File: src/rtl/i2c_stat_pkg.sv
package i2c_stat_pkg;

    localparam int WORD_W = 32;
    localparam int NFLAG  = 7;
    localparam int IDX_W  = $clog2(NFLAG);

    // flag slot indices (storage order, not bit order)
    localparam int I_ARDY = 0;
    localparam int I_RRDY = 1;
    localparam int I_XRDY = 2;
    localparam int I_SCD  = 3;
    localparam int I_AD0  = 4;
    localparam int I_AAS  = 5;
    localparam int I_XEMP = 6;

    // value taken by each slot on either reset source
    localparam logic [NFLAG-1:0] FLAG_RST = 7'b100_0100;
    // slots software may clear by writing 1
    localparam logic [NFLAG-1:0] FLAG_W1C = 7'b000_1111;

    localparam logic [2:0] VEC_STOP = 3'b110;

    typedef struct packed {
        logic own_addr;
        logic gcall;
        logic fdf_first;
        logic start;
        logic rstart;
        logic stop;
        logic cmd_start;
        logic cnt_zero;
        logic word_done;
    } proto_ev_t;

    typedef struct packed {
        logic tx_write;
        logic tx_copy;
        logic tx_empty;
        logic rx_fill;
        logic rx_read;
    } data_ev_t;

    typedef struct packed {
        logic master;
        logic rpt;
        logic stp;
    } mode_t;

    // bit position of each slot in the status word
    function automatic int flag_pos(input int idx);
        case (idx)
            I_ARDY:  return 2;
            I_RRDY:  return 3;
            I_XRDY:  return 4;
            I_SCD:   return 5;
            I_AD0:   return 8;
            I_AAS:   return 9;
            default: return 10;
        endcase
    endfunction

    function automatic logic [WORD_W-1:0] pack_flags(input logic [NFLAG-1:0] f);
        logic [WORD_W-1:0] w;
        w = '0;
        for (int i = 0; i < NFLAG; i++) begin
            w[flag_pos(i)] = f[i];
        end
        return w;
    endfunction

endpackage

File: src/rtl/i2c_stat_flag.sv
module i2c_stat_flag #(
    parameter logic RST_VAL = 1'b0
) (
    input  logic clk,
    input  logic srst,
    input  logic set_i,
    input  logic clr_i,
    output logic q_o
);

    always_ff @(posedge clk) begin
        if (srst) begin
            q_o <= RST_VAL;
        end else if (set_i) begin
            q_o <= 1'b1;
        end else if (clr_i) begin
            q_o <= 1'b0;
        end
    end

endmodule

File: src/rtl/i2c_stat_events.sv
module i2c_stat_events
    import i2c_stat_pkg::*;
(
    input  logic             clk,
    input  logic             srst,
    input  proto_ev_t        pev,
    input  data_ev_t         dev,
    input  mode_t            md,
    input  logic             vec_rd,
    input  logic [2:0]       vec_code,
    output logic [NFLAG-1:0] hw_set,
    output logic [NFLAG-1:0] hw_clr
);

    // remembers whether the transmit data register holds unsent data
    logic tx_loaded_q;

    always_ff @(posedge clk) begin
        if (srst) begin
            tx_loaded_q <= 1'b0;
        end else if (dev.tx_write) begin
            tx_loaded_q <= 1'b1;
        end else if (dev.tx_copy) begin
            tx_loaded_q <= 1'b0;
        end
    end

    logic ardy_hit;
    logic stop_vec_read;

    always_comb begin
        ardy_hit = 1'b0;
        if (md.master) begin
            if (md.rpt) begin
                ardy_hit = pev.word_done;
            end else if (!md.stp) begin
                ardy_hit = pev.cnt_zero;
            end
        end
    end

    assign stop_vec_read = vec_rd && (vec_code == VEC_STOP);

    always_comb begin
        hw_set = '0;
        hw_clr = '0;

        hw_set[I_ARDY] = ardy_hit;
        hw_clr[I_ARDY] = pev.cmd_start;

        hw_set[I_RRDY] = dev.rx_fill;
        hw_clr[I_RRDY] = dev.rx_read;

        hw_set[I_XRDY] = dev.tx_copy;
        hw_clr[I_XRDY] = dev.tx_write;

        hw_set[I_SCD]  = pev.stop;
        hw_clr[I_SCD]  = stop_vec_read;

        hw_set[I_AD0]  = pev.gcall;
        hw_clr[I_AD0]  = pev.start | pev.rstart | pev.stop;

        hw_set[I_AAS]  = pev.own_addr | pev.gcall | pev.fdf_first;
        hw_clr[I_AAS]  = pev.rstart | pev.stop;

        // active-low flag: "set" restores the no-underflow level
        hw_set[I_XEMP] = dev.tx_write;
        hw_clr[I_XEMP] = dev.tx_empty & ~tx_loaded_q;
    end

endmodule

File: src/rtl/i2c_stat_bus.sv
module i2c_stat_bus
    import i2c_stat_pkg::*;
#(
    parameter int               ADDR_W    = 4,
    parameter logic [ADDR_W-1:0] STAT_ADDR = 2
) (
    input  logic              clk,
    input  logic              rst,
    input  logic [ADDR_W-1:0] reg_addr,
    input  logic              reg_wr,
    input  logic              reg_rd,
    input  logic [WORD_W-1:0] reg_wdata,
    input  logic [WORD_W-1:0] stat_word,
    output logic [NFLAG-1:0]  w1c_hit,
    output logic [WORD_W-1:0] reg_rdata
);

    logic addr_hit;
    assign addr_hit = (reg_addr == STAT_ADDR);

    for (genvar i = 0; i < NFLAG; i++) begin : g_w1c
        if (FLAG_W1C[i]) begin : g_on
            assign w1c_hit[i] = reg_wr && addr_hit && reg_wdata[flag_pos(i)];
        end else begin : g_off
            assign w1c_hit[i] = 1'b0;
        end
    end

    always_ff @(posedge clk) begin
        if (rst) begin
            reg_rdata <= '0;
        end else if (reg_rd) begin
            reg_rdata <= addr_hit ? stat_word : '0;
        end
    end

endmodule

File: src/rtl/i2c_stat_reg.sv
module i2c_stat_reg
    import i2c_stat_pkg::*;
#(
    parameter int                ADDR_W    = 4,
    parameter logic [ADDR_W-1:0] STAT_ADDR = 2
) (
    input  logic              clk,
    input  logic              rst,
    input  logic              mod_en,
    input  logic [ADDR_W-1:0] reg_addr,
    input  logic              reg_wr,
    input  logic              reg_rd,
    input  logic [31:0]       reg_wdata,
    output logic [31:0]       reg_rdata,
    input  logic              vec_rd,
    input  logic [2:0]        vec_code,
    input  logic              ev_own_addr,
    input  logic              ev_gcall,
    input  logic              ev_fdf_first,
    input  logic              ev_start,
    input  logic              ev_rstart,
    input  logic              ev_stop,
    input  logic              ev_cmd_start,
    input  logic              ev_cnt_zero,
    input  logic              ev_word_done,
    input  logic              master,
    input  logic              rpt_mode,
    input  logic              stp_mode,
    input  logic              ev_tx_write,
    input  logic              ev_tx_copy,
    input  logic              ev_tx_empty,
    input  logic              ev_rx_fill,
    input  logic              ev_rx_read
);

    logic             srst;
    proto_ev_t        pev;
    data_ev_t         dev;
    mode_t            md;
    logic [NFLAG-1:0] hw_set;
    logic [NFLAG-1:0] hw_clr;
    logic [NFLAG-1:0] w1c_hit;
    logic [NFLAG-1:0] flags;
    logic [WORD_W-1:0] stat_word;

    assign srst = rst | ~mod_en;

    assign pev = '{own_addr:  ev_own_addr,
                   gcall:     ev_gcall,
                   fdf_first: ev_fdf_first,
                   start:     ev_start,
                   rstart:    ev_rstart,
                   stop:      ev_stop,
                   cmd_start: ev_cmd_start,
                   cnt_zero:  ev_cnt_zero,
                   word_done: ev_word_done};

    assign dev = '{tx_write: ev_tx_write,
                   tx_copy:  ev_tx_copy,
                   tx_empty: ev_tx_empty,
                   rx_fill:  ev_rx_fill,
                   rx_read:  ev_rx_read};

    assign md = '{master: master, rpt: rpt_mode, stp: stp_mode};

    i2c_stat_events u_events (
        .clk      (clk),
        .srst     (srst),
        .pev      (pev),
        .dev      (dev),
        .md       (md),
        .vec_rd   (vec_rd),
        .vec_code (vec_code),
        .hw_set   (hw_set),
        .hw_clr   (hw_clr)
    );

    for (genvar i = 0; i < NFLAG; i++) begin : g_flag
        i2c_stat_flag #(
            .RST_VAL (FLAG_RST[i])
        ) u_flag (
            .clk   (clk),
            .srst  (srst),
            .set_i (hw_set[i]),
            .clr_i (hw_clr[i] | w1c_hit[i]),
            .q_o   (flags[i])
        );
    end

    assign stat_word = pack_flags(flags);

    i2c_stat_bus #(
        .ADDR_W    (ADDR_W),
        .STAT_ADDR (STAT_ADDR)
    ) u_bus (
        .clk       (clk),
        .rst       (rst),
        .reg_addr  (reg_addr),
        .reg_wr    (reg_wr),
        .reg_rd    (reg_rd),
        .reg_wdata (reg_wdata),
        .stat_word (stat_word),
        .w1c_hit   (w1c_hit),
        .reg_rdata (reg_rdata)
    );

endmodule

File: config.mk
export PLATFORM = sky130hd
export DESIGN_NAME = i2c_stat_reg
export DESIGN_NICKNAME = d
export VERILOG_FILES = /design/src/rtl/i2c_stat_pkg.sv /design/src/rtl/i2c_stat_flag.sv /design/src/rtl/i2c_stat_events.sv /design/src/rtl/i2c_stat_bus.sv /design/src/rtl/i2c_stat_reg.sv
export SDC_FILE = /design/constraint.sdc
export NUM_CORES = 1
export LEC_CHECK = 0
export CORE_ASPECT_RATIO = 1.75
export CORE_MARGIN = 1.5
export CORE_UTILIZATION = 25
export CTS_CLUSTER_DIAMETER = 60
export DETAILED_ROUTE_END_ITERATION = 10
export PLACE_DENSITY = 0.76
export SLEW_MARGIN = 20
export SYNTH_ARGS = -nofsm -noshare
export SYNTH_HDL_FRONTEND = slang
export SYNTH_SLANG_ARGS = --single-unit
File: constraint.sdc
create_clock -name clk -period 1.99 [get_ports clk]
set_input_delay 0.597 -clock clk [delete_from_list [all_inputs] [get_ports clk]]
set_output_delay 0.597 -clock clk [all_outputs]
set_load 0.01 [all_outputs]
### Yosys cells after proc, flatten, opt, wreduce, memory -nomap -nowiden

Cells that the tools add are included.

* eq/ne operators: 2
* muxes and demuxes: 16
* bitwise gates (word level): 13
* reductions and logical operators: 14

Operators by type and width (number)
* $mux 1: 15
* $reduce_bool 2->1: 6
* $mux 11: 1
* $or 1x1->1: 10
* $logic_and 1x1->1: 6
* $eq 4x2->1 const B: 1
* $reduce_or 2->1: 2
* $eq 3x3->1 const B: 1
* $not 1->1: 2
* $and 1x1->1: 1

* bits in registers: 40
* input port bits: 62
* output and inout port bits: 32
* logic and storage cells: 54

### Depth between registers and ports, before layout

Gate-level depths: netlist (run 1).

* depth after elaboration: 6
* gate-level depth with buffers: 4
* gate-level depth less buffers: 3

### Cells and area by module

Synthesis (run 1) repeated with hierarchy kept, for this count alone.

* cells, all modules: 179
* area total of the unflattened synthesis: 2016.9 um2

By module, submodules not included
* i2c_stat_bus: instances 1, cells an instance 121, area an instance 1540.2 um2, sequential area each 640.6 um2
* i2c_stat_flag (g_flag[0].u_flag ...): instances 5, cells an instance 4, area an instance 38.8 um2, sequential area each 20.0 um2
* i2c_stat_events: instances 1, cells an instance 21, area an instance 163.9 um2, sequential area each 20.0 um2
* i2c_stat_flag (g_flag[2].u_flag ...): instances 2, cells an instance 4, area an instance 32.5 um2, sequential area each 20.0 um2
* i2c_stat_reg: instances 1, cells an instance 9, area an instance 53.8 um2, sequential area each 0.0 um2

### Worst setup path after synthesis (run 1)

OpenSTA, ideal clock, no wires.

* path kind: input to register
* start: in reg_addr[3]
* end: reg g_flag[2].u_flag.q_o
* library setup time: 0.122 ns
* data arrival time: 1.429 ns
* required time: 1.868 ns
* slack: 0.439 ns
* stages on the path: 4
* path buffers: 1
* cells stage by stage: nor4b_4 buf_6 nand3_2 a311o_1

* cells in the longest elaborated chain, start to end: 4

Ends and longest elaborated chain
* from (decl): line i2c_stat_reg.sv:10 `input logic [ADDR_W-1:0] reg_addr,`
* $eq 4x2->1: line i2c_stat_bus.sv:19 `assign addr_hit = (reg_addr == STAT_ADDR);`
* $logic_and 1x1->1 (2 in series): line i2c_stat_bus.sv:23 `assign w1c_hit[i] = reg_wr && addr_hit && reg_wdata[flag_pos(i)];`
* $or 1x1->1: line i2c_stat_reg.sv:85 `.clr_i (hw_clr[i] | w1c_hit[i]),`
* to (signal assigned): line i2c_stat_flag.sv:13 `q_o <= RST_VAL;`
* to (signal assigned): line i2c_stat_flag.sv:15 `q_o <= 1'b1;`
* to (signal assigned): line i2c_stat_flag.sv:17 `q_o <= 1'b0;`
* to (decl): line i2c_stat_flag.sv:8 `output logic q_o`

Every way passes these cells.
A chain may end at the register's enable or synchronous reset.

### Final worst setup path (run 1)

* start: reg u_bus.reg_rdata[8]
* end: out reg_rdata[8]

RTL lines
* from (decl): line i2c_stat_bus.sv:15 `output logic [WORD_W-1:0] reg_rdata`
* from (signal assigned): line i2c_stat_bus.sv:33 `reg_rdata <= addr_hit ? stat_word : '0;`
* to (decl): line i2c_stat_reg.sv:14 `output logic [31:0] reg_rdata,`

No word-level cell between the ends.

==> results of run 1 <==
[cell type report]
class | count | area share
inverters | 6 | 0.01826
flip-flops and latches | 15 | 0.2434
repair buffers | 43 | 0.3428
clock buffers | 4 | 0.03651
well taps | 43 | 0.04361
multi-input cells | 70 | 0.3154
[logic make-up (layout without fill, tap and decap cells)]
family,count (synthesis),after routing,synth area share
AOI/OAI and AO/OA,18,18,0.1398
DFF,15,15,0.3609
and+or+nand+nor,27,27,0.2150
other,1,25,0.004507
buffers and inverters,35,53,0.2797
[power by group]
group / switching [mW] / internal, mW
logic: 0.0513 / 0.0740
clock network: 0.0981 / 0.141
registers: 0.00348 / 0.308
[metal layers]
metal | up-vias | GRT usage | wire length (um) | share of wire
met5 | - | 0 | 0 | 0
met4 | 0 | 0.05833 | 26 | 0.015
met3 | 2 | 0.02727 | 208 | 0.12
met2 | 52 | 0.1694 | 841 | 0.50
met1 | 311 | 0.1018 | 601 | 0.36
li1 | 355 | - | - | -
[sequential cells by signal, indices dropped and copies added, names as in the netlist]
| signal | count |
|---|---|
| u_bus.reg_rdata | 7 |
| u_events.tx_loaded_q | 1 |
| g_flag.u_flag.q_o | 7 |
[worst min-delay path: cells and delay by family, from the launching register on]
kind,cells,cell delay (ns)
AND/OR/NAND/NOR,1,0.06
AO/OA/AOI/OAI,1,0.05
flip-flops,1,0.31
[cell usage after synthesis]
master | n | area [um2]
inv_1 | 6 | 22.52
a21oi_1 | 11 | 55.05
nor4b_4 | 1 | 23.77
and4b_2 | 1 | 11.26
nand2b_1 | 9 | 56.30
conb_1 | 1 | 3.750
a2111oi_0 | 1 | 8.760
a211o_1 | 1 | 8.760
nor3_1 | 1 | 5.000
dfxtp_1 | 15 | 300.3
a311o_1 | 1 | 10.01
clkbuf_1 | 3 | 11.26
buf_4 | 25 | 187.7
o21ai_0 | 1 | 5.000
nor2_1 | 4 | 15.01
nor3b_1 | 1 | 7.510
nand3_2 | 1 | 10.01
a31oi_1 | 1 | 6.260
nand3_1 | 7 | 35.03
and2_1 | 1 | 6.260
nand4b_1 | 1 | 8.760
a311o_2 | 2 | 22.52
buf_6 | 1 | 11.26
[how the worst max path moves through the flow]
stage | to | from | slack, ns
after floorplan | g_flag[2].u_flag.q_o | reg_addr[3] | 0.44
after global placement | g_flag[3].u_flag.q_o | reg_addr[3] | 0.02
after detailed placement | g_flag[3].u_flag.q_o | reg_addr[3] | -0.0002
after CTS | reg_rdata[8] | u_bus.reg_rdata[8] | 0.24
after global routing | g_flag[3].u_flag.q_o | reg_addr[3] | 0.20
final | reg_rdata[8] | u_bus.reg_rdata[8] | 0.26
==> reports/metrics.yaml, run 1 <==
synth.avg_cell_area_um2: 8.667
post-place-ws_ns: -0.0002298
antenna_found_initial: 0
required_ns: 1.39
pin_count: 94
period_share: 0.8703
drive_gt1_frac: 0.07971
ys_types: 23
cap_violations: 0
ys_ff_latch: 15
grt_pass1_wl_um: 2628
grt_pass1_vias: 679
grt_max_degree: 15
cts.sinks: 15
cp_cell_sequence: "clkdlybuf4s50_1"
initial_core_util: 0.2620
p_per_area_nw_per_um2: 548.1
finalSetupViolations: 0
postPlaceCellArea_um2: 1189
grtUsageTotal: 0.09948
rsz0062_at_grt: "no"
cts_tree: "built"
dieArea_um2: 3697
r2r_cells: 2
start_kind: "register"
ir_drop_mv: 0.3167
cts_resized: 0
drcViolationCount: 0
syn_to_final_growth_pct: 48.27
avgViaCountPerCell: 3.978
utilization: 0.3885
diodes: 0
multi_input_area_um2: 389.1
vias: 720
min_path_type: "reg2reg"
min_path_cells: 2
drtIter0Drc: 6
dr.pass1.iters: 4
setup_slack_ns: 0.2581
seqCellArea_um2: 300.3
post-cts-setup-buffers: 0
clockBufferDepth: 2
clock_skew_ns: 0.001553
crit_type: "reg2out"
hold_end: "u_bus.reg_rdata[2]"
synth_warnings: 0
outcome: "complete, no violations"
drv_slew: 0
synth_area_um2: 832.0
dp_cells: 177
core_area_um2: 3176
hold_path_startpoint: "u_bus.reg_rdata[2]"
layout.nets: 201
netlist_instances: 96
grt_overflow_total: 0
r2r-start: "g_flag[5].u_flag.q_o"
final_cell_mix: "clkdlybuf4s50_1, conb_1, dfxtp_1"
cp.depth: 1
wl_per_cell_um: 9.271
critPathArrivalTime_ns: 1.13
r2r_setup_slack_ns: 1.11
cp_slowest_stage_delay_ns: 0.54
root_buffer: "clkbuf_8"
dp_hpwl_um: 1383
cts_max_level: 1
cts.clk_slew.worst_paths_ns: 0.06
worstPathMaxFanout: 2
p_leak_nw: 0.4820
die_y_um: 79.32
fillers: 343
clock.fmax_mhz: 577.4
cp_num_buf_inv: 1
finalPower_mw: 0.6762
finalHoldViolCount: 0
cts_hold_buf: 0
die_width_um: 46.61
r2r_end: "g_flag[5].u_flag.q_o"
numPortBuffers: 40
ant_nets: 0
holdWs_ns: 0.4634
final_common_cell: "clkdlybuf4s50_1"
min_period_ns: 1.732
stdcell_count: 181
numCtsBuffers: 3
endpoint_kind: "primary output"
fin_area_um2: 1234
path_delay_family: "buffers and inverters"
slowest_stage: "clkdlybuf4s50_1"
clock_latency_ns: 0.24
fin_setup_tns_ns: 0
rows: 27
place_congestion: 0.6405
wl_um: 1678
yosysSeqAreaShare: 0.3609
No activity file was read; power rests on OpenSTA's default activity.
==> run 2, diff against run 1 <==
==> constraint.sdc (replaced) <==
create_clock -name clk -period 1.7 [get_ports clk]
set_input_delay 0.51 -clock clk [delete_from_list [all_inputs] [get_ports clk]]
set_output_delay 0.51 -clock clk [all_outputs]
set_load 0.01 [all_outputs]
==> run 2 against run 1 <==
  * Worst hold slack barely moved
  * Largest power group unchanged
  * Combinational power rose by 18%
  * Count of clock-buffer cells in the layout unchanged
  * Critical path type is now in2reg
  * Worst setup slack worse by 0.19 ns
  * Utilization grew 0.24 points
  * First-iteration DRC count is 83% higher
==> reports/metrics.yaml, run 2 (synthesized netlist as in run 1, its figures left out) <==
rsz0062_at_grt: "no"
r2r-start: "g_flag[5].u_flag.q_o"
drive_gt1_frac: 0.08633  # +0.006621
initial_core_util: 0.2620  # unchanged
final_cell_mix: "clkdlybuf4s50_1, conb_1, dfxtp_1"
place_congestion: 0.6580  # +2.7%
cp_slowest_stage_delay_ns: 0.44  # -0.10 ns
post-cts-setup-buffers: 0  # unchanged
ant_nets: 0  # unchanged
drcViolationCount: 0  # unchanged
avgViaCountPerCell: 3.978  # about the same
start_kind: "primary input"
top_regs: "g_flag.u_flag.q_o: 7 flops, u_bus.reg_rdata: 7 flops, u_events.tx_loaded_q: 1 flops"
cap_violations: 0  # unchanged
clock_latency_ns: 0.24  # about the same
endpoint_kind: "register"
numCtsBuffers: 3  # unchanged
min_path_type: "reg2reg"
finalSetupViolations: 0  # unchanged
dp_hpwl_um: 1381  # -0.17%
seqCellArea_um2: 300.3  # unchanged
cts.sinks: 15  # unchanged
diodes: 0  # unchanged
antenna_found_initial: 0  # unchanged
grt_pass1_wl_um: 2490  # -5.3%
p_per_area_nw_per_um2: 638.6  # +17%
worstPathMaxFanout: 10  # +8
cts_tree: "built"
p_leak_nw: 0.4868  # +1.0%
wl_per_cell_um: 8.995  # -3.0%
final_common_cell: "clkdlybuf4s50_1"
min_period_ns: 1.635
grt_max_degree: 15  # unchanged
die_y_um: 79.32  # unchanged
cp_num_buf_inv: 2  # +1
cp_cell_sequence: "clkdlybuf4s50_1 > nor4b_4 > buf_4 > and4b_2 > nor3_1"
pin_count: 94  # unchanged
crit_start: "reg_addr[3]"
dieArea_um2: 3697  # unchanged
dr.pass1.iters: 2  # -2
layout.nets: 202  # +0.50%
stdcell_count: 182  # +0.55%
fillers: 349  # +1.7%
hold_path_startpoint: "u_bus.reg_rdata[2]"
numPortBuffers: 40  # unchanged
ir_drop_mv: 0.2404  # -24%
clock_skew_ns: 0.0005388  # -0.001015 ns
required_ns: 1.84  # +0.45 ns
die_width_um: 46.61  # unchanged
wl_um: 1637  # -2.4%
multi_input_area_um2: 389.1  # unchanged
crit_type: "in2reg"
slowest_stage: "clkdlybuf4s50_1"
vias: 724  # +0.56%
rows: 27  # unchanged
cts_resized: 0  # unchanged
dp_cells: 178  # +0.56%
clockBufferDepth: 2  # unchanged
grt_overflow_total: 0  # unchanged
drv_slew: 0  # unchanged
core_area_um2: 3176  # unchanged
outcome: "complete, no violations"
cts_hold_buf: 0  # unchanged
finalHoldViolCount: 0  # unchanged
clock.fmax_mhz: 611.4
grt_pass1_vias: 648  # -4.6%
period_share: 0.9621
cts.clk_slew.worst_paths_ns: 0.06  # about the same
cts_max_level: 1  # unchanged
syn_to_final_growth_pct: 49.17
finalPower_mw: 0.7926  # +17%
path_delay_family: "buffers and inverters"
drtIter0Drc: 11  # +5
critPathArrivalTime_ns: 1.77  # +0.64 ns
grtUsageTotal: 0.09289  # -0.006585
root_buffer: "clkbuf_8"
-- run 2: changes by cell type in the layout (fill, tap and decap cells not counted), sizes merged --
| cell | change |
|---|---|
| buf | +1 |
-- run 2: cell type report --
| type | instances | area share |
|---|---|---|
| Sequential cell | 15 | 0.2419 |
| Tap cell | 43 | 0.04335 |
| Timing Repair Buffer | 44 | 0.3468 |
| Clock buffer | 4 | 0.03629 |
| Inverter | 6 | 0.01815 |
| Multi-Input combinational cell | 70 | 0.3135 |
-- run 2: per-layer routing --
metal	vias to the layer above	routed length, um	track usage
li1	360	-	-
met1	304	598	0.09053
met2	55	765	0.1611
met3	5	235	0.03182
met4	0	36	0.05000
met5	-	0	0
-- run 2: final timing paths --
kind	end	slack [ns]	cells after the start
worst min register to register	u_bus.reg_rdata[2]	0.46	2
worst min-delay path	u_bus.reg_rdata[2]	0.46	2
worst max-delay path	g_flag[3].u_flag.q_o	0.06	5
worst max register to register	g_flag[5].u_flag.q_o	0.81	2
-- run 2: metrics by stage --
stage               setup TNS [ns]  utilization  hold WS [ns]  instance area [um2]  setup WS [ns]
global route                     0       0.3909        0.4874                 1241        0.01121
CTS                              0       0.3909        0.4669                 1241        0.05949
detailed placement          -1.408       0.3767        0.4581                 1196        -0.1926
global placement            -1.219       0.3767        0.4528                 1196        -0.1841
finish                           0       0.3909        0.4632                 1241        0.06450
floorplan                        0            -        0.4350                922.1         0.2364
-- run 2: power by group --
part	internal [mW]	leakage, nW	switching, mW
registers	0.360	0.122	0.00421
clock network	0.166	0.0228	0.114
logic	0.0880	0.342	0.0601
total	0.614	0.487	0.179
-- run 2: worst min-delay path, cell delays in order (launching register included) --
cell	delay (ns)
dfxtp_1	0.31
nand2b_1	0.06
a21oi_1	0.05
==> run 3, diff against run 2 <==
--- a/config.mk
+++ b/config.mk
@@ -5,12 +5,14 @@
 export SDC_FILE = /design/constraint.sdc
 export NUM_CORES = 1
 export LEC_CHECK = 0
+export CELL_PAD_IN_SITES_DETAIL_PLACEMENT = 2
+export CELL_PAD_IN_SITES_GLOBAL_PLACEMENT = 2
 export CORE_ASPECT_RATIO = 1.75
 export CORE_MARGIN = 1.5
-export CORE_UTILIZATION = 25
+export CORE_UTILIZATION = 12
 export CTS_CLUSTER_DIAMETER = 60
 export DETAILED_ROUTE_END_ITERATION = 10
-export PLACE_DENSITY = 0.76
+export PLACE_DENSITY = 0.77
 export SLEW_MARGIN = 20
 export SYNTH_ARGS = -nofsm -noshare
 export SYNTH_HDL_FRONTEND = slang
==> constraint.sdc (replaced) <==
create_clock -name clk -period 1.86 [get_ports clk]
set_input_delay 0.558 -clock clk [delete_from_list [all_inputs] [get_ports clk]]
set_output_delay 0.558 -clock clk [all_outputs]
set_load 0.01 [all_outputs]
==> run 3 against run 2 <==
  * First-iteration DRC count grew 150%
  * Non-clock buffer count rose by 1
  * Critical path type unchanged
  * Largest power group is now the clock network
  * Power is 13% higher
  * Register-to-register slack gained 0.11 ns
==> reports/metrics.yaml, run 3 (synthesized netlist as in run 1, its figures left out) <==
outcome: "complete, no violations"
p_leak_nw: 0.5110  # +5.0%
avgViaCountPerCell: 3.487  # -12%
final_cell_mix: "clkdlybuf4s50_1, conb_1, dfxtp_1"
p_per_area_nw_per_um2: 664.4  # +4.0%
top_regs: "g_flag.u_flag.q_o: 7 flops, u_bus.reg_rdata: 7 flops, u_events.tx_loaded_q: 1 flops"
dr.pass1.iters: 2  # unchanged
cts_hold_buf: 0  # unchanged
drv_slew: 0  # unchanged
clock_latency_ns: 0.24  # about the same
numCtsBuffers: 3  # unchanged
clockBufferDepth: 2  # unchanged
drive_gt1_frac: 0.09286  # +0.006526
dp_hpwl_um: 2052  # +49%
cp_cell_sequence: "clkdlybuf4s50_1 > nor4b_4 > buf_12 > nand3_2 > a311o_1"
core_area_um2: 6807  # +110%
crit_type: "in2reg"
grt_pass1_wl_um: 3567  # +43%
cts_max_level: 1  # unchanged
fin_area_um2: 1346  # +8.5%
combPwrFrac: 0.159  # -0.028
ir_drop_mv: 0.2094  # -13%
cts.clk_slew.worst_paths_ns: 0.05  # about the same
root_buffer: "clkbuf_16"
internal_power_mw: 0.7024  # +14%
min_period_ns: 1.787
fin_setup_tns_ns: 0  # unchanged
postPlaceCellArea_um2: 1267  # +6.0%
period_share: 0.9608
finalPower_mw: 0.8945  # +13%
cts_tree: "built"
slowest_stage: "clkdlybuf4s50_1"
vias: 781  # +7.9%
cts_resized: 0  # unchanged
final_common_cell: "clkdlybuf4s50_1"
dp_cells: 220  # +24%
post-cts-setup-buffers: 0  # unchanged
ant_nets: 0  # unchanged
numPortBuffers: 40  # unchanged
wl_per_cell_um: 10.57  # +17%
layout.nets: 203  # +0.50%
finalHoldViolCount: 0  # unchanged
finalSetupViolations: 0  # unchanged
stdcell_count: 224  # +23%
power_frac_seq: 0.374  # -0.086
min_path_type: "reg2reg"
wl_um: 2367  # +45%
swShare: 0.2148  # -0.01044
endpoint_kind: "register"
cts.sinks: 15  # unchanged
initial_core_util: 0.1222  # -0.1398
setup_slack_ns: 0.07296  # +0.008456 ns
place_congestion: 0.6495  # -1.3%
drcViolationCount: 0  # unchanged
cap_violations: 0  # unchanged
antenna_found_initial: 0  # unchanged
start_kind: "primary input"
critPathArrivalTime_ns: 1.92  # +0.15 ns
grt_max_degree: 15  # unchanged
diodes: 0  # unchanged
dieArea_um2: 7462  # +100%
required_ns: 1.99  # +0.15 ns
post-place-ws_ns: -0.1998  # -0.007260 ns
syn_to_final_growth_pct: 61.80
rsz0062_at_grt: "no"
clkPwrFrac: 0.468  # +0.115
pin_count: 94  # unchanged
r2r_setup_slack_ns: 0.92  # +0.11 ns
worstPathMaxFanout: 6  # -4
grtUsageTotal: 0.06334  # -0.02955
p_switching_mw: 0.1921  # +7.6%
die_width_um: 65.95  # +41%
grt_pass1_vias: 789  # +22%
rows: 40  # +48%
clock.fmax_mhz: 559.6
drtIter0Drc: 27  # +16
die_y_um: 113.2  # +43%
cp_slowest_stage_delay_ns: 0.44  # about the same
grt_overflow_total: 0  # unchanged
clock_skew_ns: 0.0001972  # -0.0003415 ns
[run 3: cell types whose count changed in the layout (fill, tap and decap cells not counted), sizes merged]
cell  delta
buf      +1
[run 3: layout make-up]
cell class	instances	area, um2
Fill cell	813	5460
Timing Repair Buffer	45	450.4
Multi-Input combinational cell	70	389.1
Sequential cell	15	300.3
Tap cell	84	105.1
Clock buffer	4	78.83
Inverter	6	22.52
[run 3: critical path: cells and delay by family]
family / cells / cell delay (ns)
buffers and inverters: 2 / 0.59
AOI/OAI and AO/OA: 1 / 0.35
and+or+nand+nor: 2 / 0.41
[run 3: through the flow]
step / util / hold WS [ns]
floorplan: - / 0.4350
global placement: 0.1862 / 0.4505
detailed placement: 0.1862 / 0.4503
CTS: 0.1978 / 0.4625
global route: 0.1978 / 0.4770
finish: 0.1978 / 0.4603
[run 3: final timing paths]
check / from / endpoint / cells past startpoint
worst min-delay path: g_flag[6].u_flag.q_o / g_flag[6].u_flag.q_o / 1
worst max register to register: g_flag[5].u_flag.q_o / g_flag[5].u_flag.q_o / 2
worst min register to register: g_flag[6].u_flag.q_o / g_flag[6].u_flag.q_o / 1
worst max-delay path: reg_addr[3] / g_flag[2].u_flag.q_o / 5
[run 3: power groups by stage]
| stage | logic [mW] | clock network [mW] | registers [mW] |
|---|---|---|---|
| 2_1_floorplan | 0.0897 | 0 | 0.340 |
| 3_3_place_gp | 0.139 | 0 | 0.340 |
| 6_report | 0.142 | 0.418 | 0.334 |
| 5_1_grt | 0.153 | 0.442 | 0.335 |
| 4_1_cts | 0.143 | 0.427 | 0.334 |
| 3_5_place_dp | 0.142 | 0 | 0.341 |
[run 3: layer usage]
| layer | up-vias | share of wire | GRT usage |
|---|---|---|---|
| met1 | 358 | 0.32 | 0.05539 |
| met4 | 0 | 0.023 | 0.03673 |
| met2 | 58 | 0.53 | 0.1212 |
| met3 | 5 | 0.12 | 0.01889 |
| li1 | 360 | - | - |
| met5 | - | 0 | 0 |
